## src/rtl/wo_cfg_pkg.sv

```systemverilog
package wo_cfg_pkg;
  typedef enum logic [2:0] {
    ST_IDLE = 3'd0,
    ST_ADDR = 3'd1,
    ST_DATA = 3'd2,
    ST_ACK  = 3'd3,
    ST_SKIP = 3'd4
  } bus_state_t;
endpackage

```

## src/rtl/wo_line_sync.sv

```systemverilog
module wo_line_sync #(
  parameter int WIDTH  = 2,
  parameter int STAGES = 2
) (
  input  logic             clk,
  input  logic             rst_n,
  input  logic [WIDTH-1:0] line_in,
  output logic [WIDTH-1:0] line_now,
  output logic [WIDTH-1:0] line_prev
);
  logic [WIDTH-1:0] stage_q [STAGES];
  logic [WIDTH-1:0] prev_q;

  // bus lines idle high, so every stage resets to 1
  genvar g;
  generate
    for (g = 0; g < STAGES; g++) begin : g_stage
      always_ff @(posedge clk or negedge rst_n) begin
        if (!rst_n) stage_q[g] <= '1;
        else if (g == 0) stage_q[g] <= line_in;
        else stage_q[g] <= stage_q[(g == 0) ? 0 : g-1];
      end
    end
  endgenerate

  always_ff @(posedge clk or negedge rst_n) begin
    if (!rst_n) prev_q <= '1;
    else prev_q <= stage_q[STAGES-1];
  end

  assign line_now  = stage_q[STAGES-1];
  assign line_prev = prev_q;
endmodule

```

## src/rtl/wo_bus_ctrl.sv

```systemverilog
module wo_bus_ctrl
  import wo_cfg_pkg::*;
#(
  parameter logic [6:0] DEV_ADDR  = 7'h2C,
  parameter int         NUM_BYTES = 4,
  localparam int        IDX_W     = $clog2(NUM_BYTES + 1)
) (
  input  logic             clk,
  input  logic             rst_n,
  input  logic             scl_now,
  input  logic             scl_prev,
  input  logic             sda_now,
  input  logic             sda_prev,
  output logic             pull_o,
  output logic             wr_en,
  output logic [IDX_W-1:0] wr_idx,
  output logic [2:0]       wr_bit,
  output logic             wr_val,
  output logic             idle_o
);
  localparam logic [IDX_W-1:0] IDX_LIMIT = IDX_W'(NUM_BYTES);

  bus_state_t       state_q, state_n;
  logic [2:0]       cnt_q, cnt_n;
  logic [6:0]       shr_q, shr_n;
  logic             bit_q, bit_n;
  logic             bok_q, bok_n;
  logic             pull_q, pull_n;
  logic [IDX_W-1:0] idx_q, idx_n;

  logic start_ev, stop_ev, rise_ev, fall_ev, in_range;

  assign start_ev = scl_now & scl_prev & sda_prev & ~sda_now;
  assign stop_ev  = scl_now & scl_prev & ~sda_prev & sda_now;
  assign rise_ev  = scl_now & ~scl_prev;
  assign fall_ev  = ~scl_now & scl_prev;
  assign in_range = (idx_q != IDX_LIMIT);

  always_comb begin
    state_n = state_q;
    cnt_n   = cnt_q;
    shr_n   = shr_q;
    bit_n   = bit_q;
    bok_n   = bok_q;
    pull_n  = pull_q;
    idx_n   = idx_q;
    wr_en   = 1'b0;
    if (start_ev) begin
      state_n = ST_ADDR;
      cnt_n   = '0;
      bok_n   = 1'b0;
      pull_n  = 1'b0;
      idx_n   = '0;
    end else if (stop_ev) begin
      state_n = ST_IDLE;
      cnt_n   = '0;
      bok_n   = 1'b0;
      pull_n  = 1'b0;
    end else if (rise_ev) begin
      bok_n = 1'b1;
      bit_n = sda_now;
    end else if (fall_ev && bok_q) begin
      bok_n = 1'b0;
      unique case (state_q)
        ST_ADDR: begin
          shr_n = {shr_q[5:0], bit_q};
          cnt_n = cnt_q + 3'd1;
          if (cnt_q == 3'd7) begin
            if ({shr_q, bit_q} == {DEV_ADDR, 1'b0}) begin
              pull_n  = 1'b1;
              state_n = ST_ACK;
            end else begin
              state_n = ST_SKIP;
            end
          end
        end
        ST_DATA: begin
          wr_en = in_range;
          cnt_n = cnt_q + 3'd1;
          if (cnt_q == 3'd7) begin
            pull_n  = 1'b1;
            state_n = ST_ACK;
            if (in_range) idx_n = idx_q + 1'b1;
          end
        end
        ST_ACK: begin
          pull_n  = 1'b0;
          state_n = ST_DATA;
          cnt_n   = '0;
        end
        default: ;
      endcase
    end
  end

  always_ff @(posedge clk or negedge rst_n) begin
    if (!rst_n) begin
      state_q <= ST_IDLE;
      cnt_q   <= '0;
      shr_q   <= '0;
      bit_q   <= 1'b0;
      bok_q   <= 1'b0;
      pull_q  <= 1'b0;
      idx_q   <= '0;
    end else begin
      state_q <= state_n;
      cnt_q   <= cnt_n;
      shr_q   <= shr_n;
      bit_q   <= bit_n;
      bok_q   <= bok_n;
      pull_q  <= pull_n;
      idx_q   <= idx_n;
    end
  end

  assign pull_o = pull_q;
  assign wr_idx = idx_q;
  assign wr_bit = ~cnt_q;
  assign wr_val = bit_q;
  assign idle_o = (state_q == ST_IDLE);
endmodule

```

## src/rtl/wo_cfg_regs.sv

```systemverilog
module wo_cfg_regs #(
  parameter int                       NUM_BYTES = 4,
  parameter logic [NUM_BYTES*8-1:0]   CFG_RESET = {NUM_BYTES{8'hA5}},
  localparam int                      IDX_W     = $clog2(NUM_BYTES + 1)
) (
  input  logic                   clk,
  input  logic                   rst_n,
  input  logic                   wr_en,
  input  logic [IDX_W-1:0]       wr_idx,
  input  logic [2:0]             wr_bit,
  input  logic                   wr_val,
  output logic [NUM_BYTES*8-1:0] cfg_o
);
  genvar k;
  generate
    for (k = 0; k < NUM_BYTES; k++) begin : g_byte
      logic [7:0] byte_q;
      logic       sel;
      assign sel = wr_en && (wr_idx == IDX_W'(k));
      always_ff @(posedge clk or negedge rst_n) begin
        if (!rst_n) byte_q <= CFG_RESET[8*k +: 8];
        else if (sel) byte_q[wr_bit] <= wr_val;
      end
      assign cfg_o[8*k +: 8] = byte_q;
    end
  endgenerate
endmodule

```

## src/rtl/wo_cfg_sink.sv

```systemverilog
module wo_cfg_sink #(
  parameter logic [6:0]               DEV_ADDR  = 7'h2C,
  parameter int                       NUM_BYTES = 4,
  parameter logic [NUM_BYTES*8-1:0]   CFG_RESET = {NUM_BYTES{8'hA5}}
) (
  input  logic                   clk,
  input  logic                   rst_n,
  input  logic                   scl_in,
  input  logic                   sda_in,
  output logic                   sda_pull,
  output logic [NUM_BYTES*8-1:0] cfg_out
);
  localparam int IDX_W = $clog2(NUM_BYTES + 1);

  logic [1:0]       rst_sync_q;
  logic             rst_q_n;
  logic [1:0]       ln_now, ln_prev;
  logic             scl_s;
  logic             wr_en, wr_val, bus_idle;
  logic [IDX_W-1:0] wr_idx;
  logic [2:0]       wr_bit;

  // assert asynchronously, release on a clock edge
  always_ff @(posedge clk or negedge rst_n) begin
    if (!rst_n) rst_sync_q <= '0;
    else rst_sync_q <= {rst_sync_q[0], 1'b1};
  end
  assign rst_q_n = rst_sync_q[1];

  wo_line_sync #(.WIDTH(2), .STAGES(2)) i_sync (
    .clk      (clk),
    .rst_n    (rst_q_n),
    .line_in  ({scl_in, sda_in}),
    .line_now (ln_now),
    .line_prev(ln_prev)
  );
  assign scl_s = ln_now[1];

  wo_bus_ctrl #(.DEV_ADDR(DEV_ADDR), .NUM_BYTES(NUM_BYTES)) i_ctrl (
    .clk     (clk),
    .rst_n   (rst_q_n),
    .scl_now (ln_now[1]),
    .scl_prev(ln_prev[1]),
    .sda_now (ln_now[0]),
    .sda_prev(ln_prev[0]),
    .pull_o  (sda_pull),
    .wr_en   (wr_en),
    .wr_idx  (wr_idx),
    .wr_bit  (wr_bit),
    .wr_val  (wr_val),
    .idle_o  (bus_idle)
  );

  wo_cfg_regs #(.NUM_BYTES(NUM_BYTES), .CFG_RESET(CFG_RESET)) i_regs (
    .clk   (clk),
    .rst_n (rst_q_n),
    .wr_en (wr_en),
    .wr_idx(wr_idx),
    .wr_bit(wr_bit),
    .wr_val(wr_val),
    .cfg_o (cfg_out)
  );
endmodule

```

## config.mk

```make
export PLATFORM = sky130hd
export DESIGN_NAME = wo_cfg_sink
export DESIGN_NICKNAME = d
export VERILOG_FILES = /design/src/rtl/wo_cfg_pkg.sv /design/src/rtl/wo_line_sync.sv /design/src/rtl/wo_bus_ctrl.sv /design/src/rtl/wo_cfg_regs.sv /design/src/rtl/wo_cfg_sink.sv
export SDC_FILE = /design/constraint.sdc
export NUM_CORES = 1
export LEC_CHECK = 0
export ABC_CLOCK_PERIOD_IN_PS = 2300
export CAP_MARGIN = 10
export CELL_PAD_IN_SITES_DETAIL_PLACEMENT = 0
export CELL_PAD_IN_SITES_GLOBAL_PLACEMENT = 1
export CORE_ASPECT_RATIO = 0.75
export CORE_MARGIN = 1
export CORE_UTILIZATION = 35
export CTS_CLUSTER_SIZE = 24
export DETAILED_ROUTE_END_ITERATION = 7
export GPL_TIMING_DRIVEN = 1
export PLACE_DENSITY_LB_ADDON = 0.1
export REMOVE_ABC_BUFFERS = 1
export SLEW_MARGIN = 15
export SYNTH_ARGS = -nofsm -noshare
export SYNTH_HDL_FRONTEND = slang
export SYNTH_HIERARCHICAL = 1
export SYNTH_SLANG_ARGS = --single-unit
```

## constraint.sdc

```tcl
create_clock -name clk -period 2.3 [get_ports clk]
set_clock_uncertainty 0.05 [all_clocks]
set_input_delay 0.46 -clock clk [delete_from_list [all_inputs] [get_ports clk]]
set_output_delay 0.46 -clock clk [all_outputs]
set_load 0.01 [all_outputs]
```

* Word level (Yosys, flattened, before mapping)
Cells that the tools add are included. Widths: inputs -> output; s select.
Storage, ports and cells: bits in registers 59, input bits 4, output and inout bits 33, word-level logic and storage cells 114
Operators by class: add/subtract/negate cells 2, $lt $le $gt $ge 2, eq/ne operators 15, multiplexer cells 43, bitwise operators 15, reduce and logical (&&, ||, !) cells 22
Operators with widths (count):
- $mux 3 | 18
- $bwmux 8 | 4
- $mux 1 | 17
- $eq 3x2->1 const B | 4
- $ne 4x1->1 const B | 3
- $reduce_and 6->1 | 2
- $reduce_and 5->1 | 2
- $pmux 3 s3 | 1
- $eq 8x7->1 const B | 1
- $reduce_bool 2->1 | 4
- $reduce_bool 4->1 | 2
- $and 1x1->1 | 7
- $not 1->1 | 7
- $add 3x1->3 const B | 2
- $eq 3x1->1 const B | 2
- $logic_and 1x1->1 | 6
- $pmux 3 s2 | 1
- $reduce_and 3->1 | 2
- $reduce_bool 5->1 | 1
- $lt 3x4->1 const B | 1
- $ne 2x1->1 const B | 2
- $demux 1 s3 | 1
- $eq 3x3->1 const B | 1
- $ge 3x1->1 const B | 1
- other kinds (7) | 7

* Longest topological paths before layout
depth in word-level cells 8, depth in mapped cells 7, gate-level depth less buffers 6

* Hierarchy
Netlist, hierarchy kept.
By module, submodules not included:
- wo_cfg_regs | instances 1, cells each 115, area each 1462.7 um2, seq. area each 820.8 um2
- wo_bus_ctrl | instances 1, cells each 94, area each 1049.8 um2, seq. area each 475.5 um2
- wo_line_sync | instances 1, cells each 8, area each 172.7 um2, seq. area each 157.7 um2
- wo_cfg_sink | instances 1, cells each 3, area each 53.8 um2, seq. area each 50.0 um2

* Worst setup path after synthesis
OpenSTA, ideal clock, no wires.
path kind flip-flop to flip-flop, start reg i_ctrl.idx_q[0] (netlist: i_ctrl/wr_idx[0]), end reg i_regs.g_byte[0].byte_q[3], setup time 0.128 ns, arrival time 2.199 ns, data required time 2.122 ns, slack -0.076 ns, cell stages (with the launch flop) 7, buffers on the path 0, period minus slack after synthesis 2.376 ns, path through dfrtp_1 -> inv_1 -> ha_1 -> a2111oi_4 -> or4b_4 -> nor2_1 -> mux2_1
On the way: cells in the longest elaborated chain, start to end 7, elaborated cells between the ends (all ways) 8, those cells by class eq/ne (1); mux (5); reduce/logical (2)
Ends and longest elaborated chain:
- start: declaration | line wo_bus_ctrl.sv:29 | logic [IDX_W-1:0] idx_q, idx_n;
- start signal: assignment | line wo_bus_ctrl.sv:112 | idx_q <= idx_n;
- $ne 3x3->1 | line wo_bus_ctrl.sv:37 | assign in_range = (idx_q != IDX_LIMIT);
- $mux 1 | line wo_bus_ctrl.sv:64 | unique case (state_q)
- $mux 1 | line wo_bus_ctrl.sv:62 | end else if (fall_ev && bok_q) begin
- $mux 1 | line wo_bus_ctrl.sv:59 | end else if (rise_ev) begin
- $mux 1 | line wo_bus_ctrl.sv:54 | end else if (stop_ev) begin
- $mux 1 | line wo_bus_ctrl.sv:48 | if (start_ev) begin
- net wr_en | line wo_cfg_sink.sv:19 | logic wr_en, wr_val, bus_idle;
- $logic_and 1x1->1 | line wo_cfg_regs.sv:19 | assign sel = wr_en && (wr_idx == IDX_W'(k));
- end signal: assignment | line wo_cfg_regs.sv:21 | if (!rst_n) byte_q <= CFG_RESET[8*k +: 8];
- end signal: indexed assignment | line wo_cfg_regs.sv:22 | else if (sel) byte_q[wr_bit] <= wr_val;
- end: declaration | line wo_cfg_regs.sv:17 | logic [7:0] byte_q;
The timed path passes the listed nets, and every way through them passes these cells. A chain may end at the register's enable or synchronous reset.

* Worst setup path after layout
start reg i_sync.prev_q[1] (netlist: i_sync/line_prev[1]), end reg i_regs.g_byte[0].byte_q[6]
On the way: cells in the longest elaborated chain, start to end 7, elaborated cells between the ends (all ways) 14, those cells by class mux (4); bitwise (8); reduce/logical (2)
Ends and longest elaborated chain:
- start: declaration | line wo_line_sync.sv:12 | logic [WIDTH-1:0] prev_q;
- start signal: assignment | line wo_line_sync.sv:28 | else prev_q <= stage_q[STAGES-1];
- $and 1x1->1 | line wo_bus_ctrl.sv:36 | assign fall_ev = ~scl_now & scl_prev;
- $logic_and 1x1->1 | line wo_bus_ctrl.sv:62
- $mux 1 | line wo_bus_ctrl.sv:62
- $mux 1 | line wo_bus_ctrl.sv:59
- $mux 1 | line wo_bus_ctrl.sv:54
- $mux 1 * | line wo_bus_ctrl.sv:48
- net wr_en | line wo_cfg_sink.sv:19
- $logic_and 1x1->1 * | line wo_cfg_regs.sv:19
The timed path passes the listed nets; every way through them passes the cells marked *.

==> flow_summary.ini <==
[worst_setup_path]
crit_path_end_kind = flip-flop
crit_type = flip-flop to flip-flop
arrival_ps = 2330
cpMaxStageDelayCell = dfstp_2
cp_top_family = simple AND/OR/NAND/NOR gates
start_kind = flip-flop
r2r_start = i_sync/line_prev[1]$_DFF_PN1_
cp_max_fo = 7
cp_data_required_time_ps = 2470
cp-startpoint = i_sync/line_prev[1]$_DFF_PN1_
critPathMaxStageDelay_ps = 600
cp_num_buf_inv = 0
crit_path_cell_trace = nand3b_4 > a2111oi_4 > or4b_4 > nor2_1 > mux2_1

[pwr]
p_sw_share_pct = 24.74
combPwrFrac_pct = 4.3
p_leak_nw = 1.480
total_power_mw = 2.128
p_int_mw = 1.602
power.density_mw_per_mm2 = 615.1
clkPwrFrac_pct = 44.6
switchingPower_mw = 0.5264
pwr-share-seq_pct = 51.1
irDropWorstVdd_mv = 0.3562

[die]
start_util_pct = 36.62
ioPinCount = 37
dieWidth_um = 104.1
core_mm2 = 0.007466
dieHeight_um = 78.54
dieArea_mm2 = 0.008172
rows = 27

[detailed_routing]
ant_nets = 0
wl_per_cell_um = 14.72
finalWirelength_um = 5477
vias = 1773
first_pass_iters = 4
first_iter_violations = 91
drc_errors = 0
vias_per_cell = 4.766

[timing]
fin_hold_ws_ps = 225.4
fmaxAchievable_mhz = 462.5
finalHoldViolations = 0
report.final.slew_viol_count = 0
min_period_over_period_pct = 94.01
fin_crit_ps = 2162
worst-slew-pin-transition_ps = 641.9
setup_violations = 0
rsz0062_at_grt = false
slew_headroom_pct = 57.21

[final_layout]
diodes = 0
drive_gt1_share_pct = 34.69
finalInstanceArea_mm2 = 0.003460
fillers = 705
syn2layout_area_growth_pct = 26.54
stdcell_count = 372
layout.area.seq_mm2 = 0.001505
fin_util_pct = 46.34
multi_input_area_mm2 = 0.001180
finalNetCount = 274

[global_routing]
grt_overflow_total = 0
grtUsageTotal_pct = 14.84
grt_max_degree = 35
grt_antenna_before_repair = 0
grt_pass1_wl_um = 9211
grt_pass1_vias = 1823

[run_status]
outcome = complete, no violations

[placement]
place.gp.congestion = 0.7214
placed_area_mm2 = 0.003251
io_buffers = 36
dp_hpwl_um = 3861
place_inst = 356

[clock_network]
cts_buffer_depth = 2
cts_buffers = 9
clkTransAtPathRegs_ps = 70
cts_max_level = 3
cts_tree = yes
insertion_delay_ps = 330
clock_sinks = 59
root_buffer = clkbuf_8

[synthesis]
syn_area_mm2 = 0.002734
yosys_warnings = 6
avgSynthCellArea_um2 = 12.48
syn_inst = 219

[hold_path]
min_path_type = input pin to async pin

[run]
cap_violations = 0
power by group through the flow:
stage               sequential, mW  clock, mW  combinational (mW)
finish                        1.09      0.949              0.0912
global route                  1.09       1.03               0.103
CTS                           1.09      0.991              0.0935
detailed placement            1.11          0              0.0937
global placement              1.11          0              0.0934
floorplan                     1.12          0              0.0378
sequential cells by signal (all words and copies together), names as in the netlist, 2 cells and up:
name,cells
i_ctrl/cnt_q,3
i_ctrl/shr_q,7
i_ctrl/state_q,3
i_ctrl/wr_idx,3
i_regs/g_byte.byte_q,32
i_sync/line_now,2
i_sync/line_prev,2
i_sync/stage_q,2
rst_sync_q,2
cells in the final DEF, fill, tap and decap left out, types with 3 or more instances in the layout:
cell type / n
nand4bb_1: 3
o21ai_0: 4
nand2_1: 25
mux2_2: 37
buf_4: 6
dfrtp_1: 36
and4bb_2: 3
nor3b_1: 3
nand3_1: 5
mux2i_1: 4
dfstp_2: 22
mux2_1: 4
clkdlybuf4s50_1: 36
nor2_1: 21
clkbuf_8: 9
ha_1: 4
inv_1: 6
nand3b_1: 4
o21a_1: 3
path summary, 6_finish.rpt:
kind | to | slack (ps) | cells past startpoint
worst max-delay path | i_regs/g_byte[0].byte_q[6]$_DFFE_PN0P_ | 140 | 5
min in group clk | rst_sync_q[1]$_DFF_PN0_ | 300 | 0
worst max register to register | i_regs/g_byte[0].byte_q[6]$_DFFE_PN0P_ | 140 | 5
worst min register to register | i_ctrl/shr_q[0]$_DFFE_PN0P_ | 240 | 0
worst min-delay path | rst_sync_q[0]$_DFF_PN0_ | 230 | 1
max in group asynchronous | i_regs/g_byte[1].byte_q[7]$_DFFE_PN1P_ | 1290 | 1
metrics by stage:
stage | setup WS (ps) | setup TNS (ps)
after floorplan | -76.21 | -239.3
after global placement | 165.0 | 0
after detailed placement | 146.8 | 0
after CTS | 133.2 | 0
after global routing | 13.16 | 0
final | 137.7 | 0
area by class of cell:
| type | count | share of cell area (%) |
|---|---|---|
| clock inverters | 7 | 2.206 |
| clock buffers | 9 | 3.580 |
| inverters | 6 | 0.6510 |
| repair buffers | 43 | 12.30 |
| multi-input cells | 147 | 34.10 |
| well taps | 101 | 3.653 |
| flip-flops and latches | 59 | 43.51 |
repair_timing:
| item | CTS | global route |
|---|---|---|
| hold buffers | 0 | 0 |
| resized for setup | 0 | 1 |
| setup buffers | 0 | 0 |
| hold endpoints to repair | 0 | 0 |
| setup endpoints to repair | 0 | 1 |
routing by layer:
| metal | track usage, % | vias up | wire length (um) |
|---|---|---|---|
| li1 | - | 861 | - |
| met1 | 21.22 | 865 | 2921 |
| met2 | 20.47 | 42 | 2224 |
| met3 | 5.814 | 5 | 277 |
| met4 | 4.286 | 0 | 54 |
| met5 | 0 | - | 0 |
No activity file was read; power rests on OpenSTA's default activity.
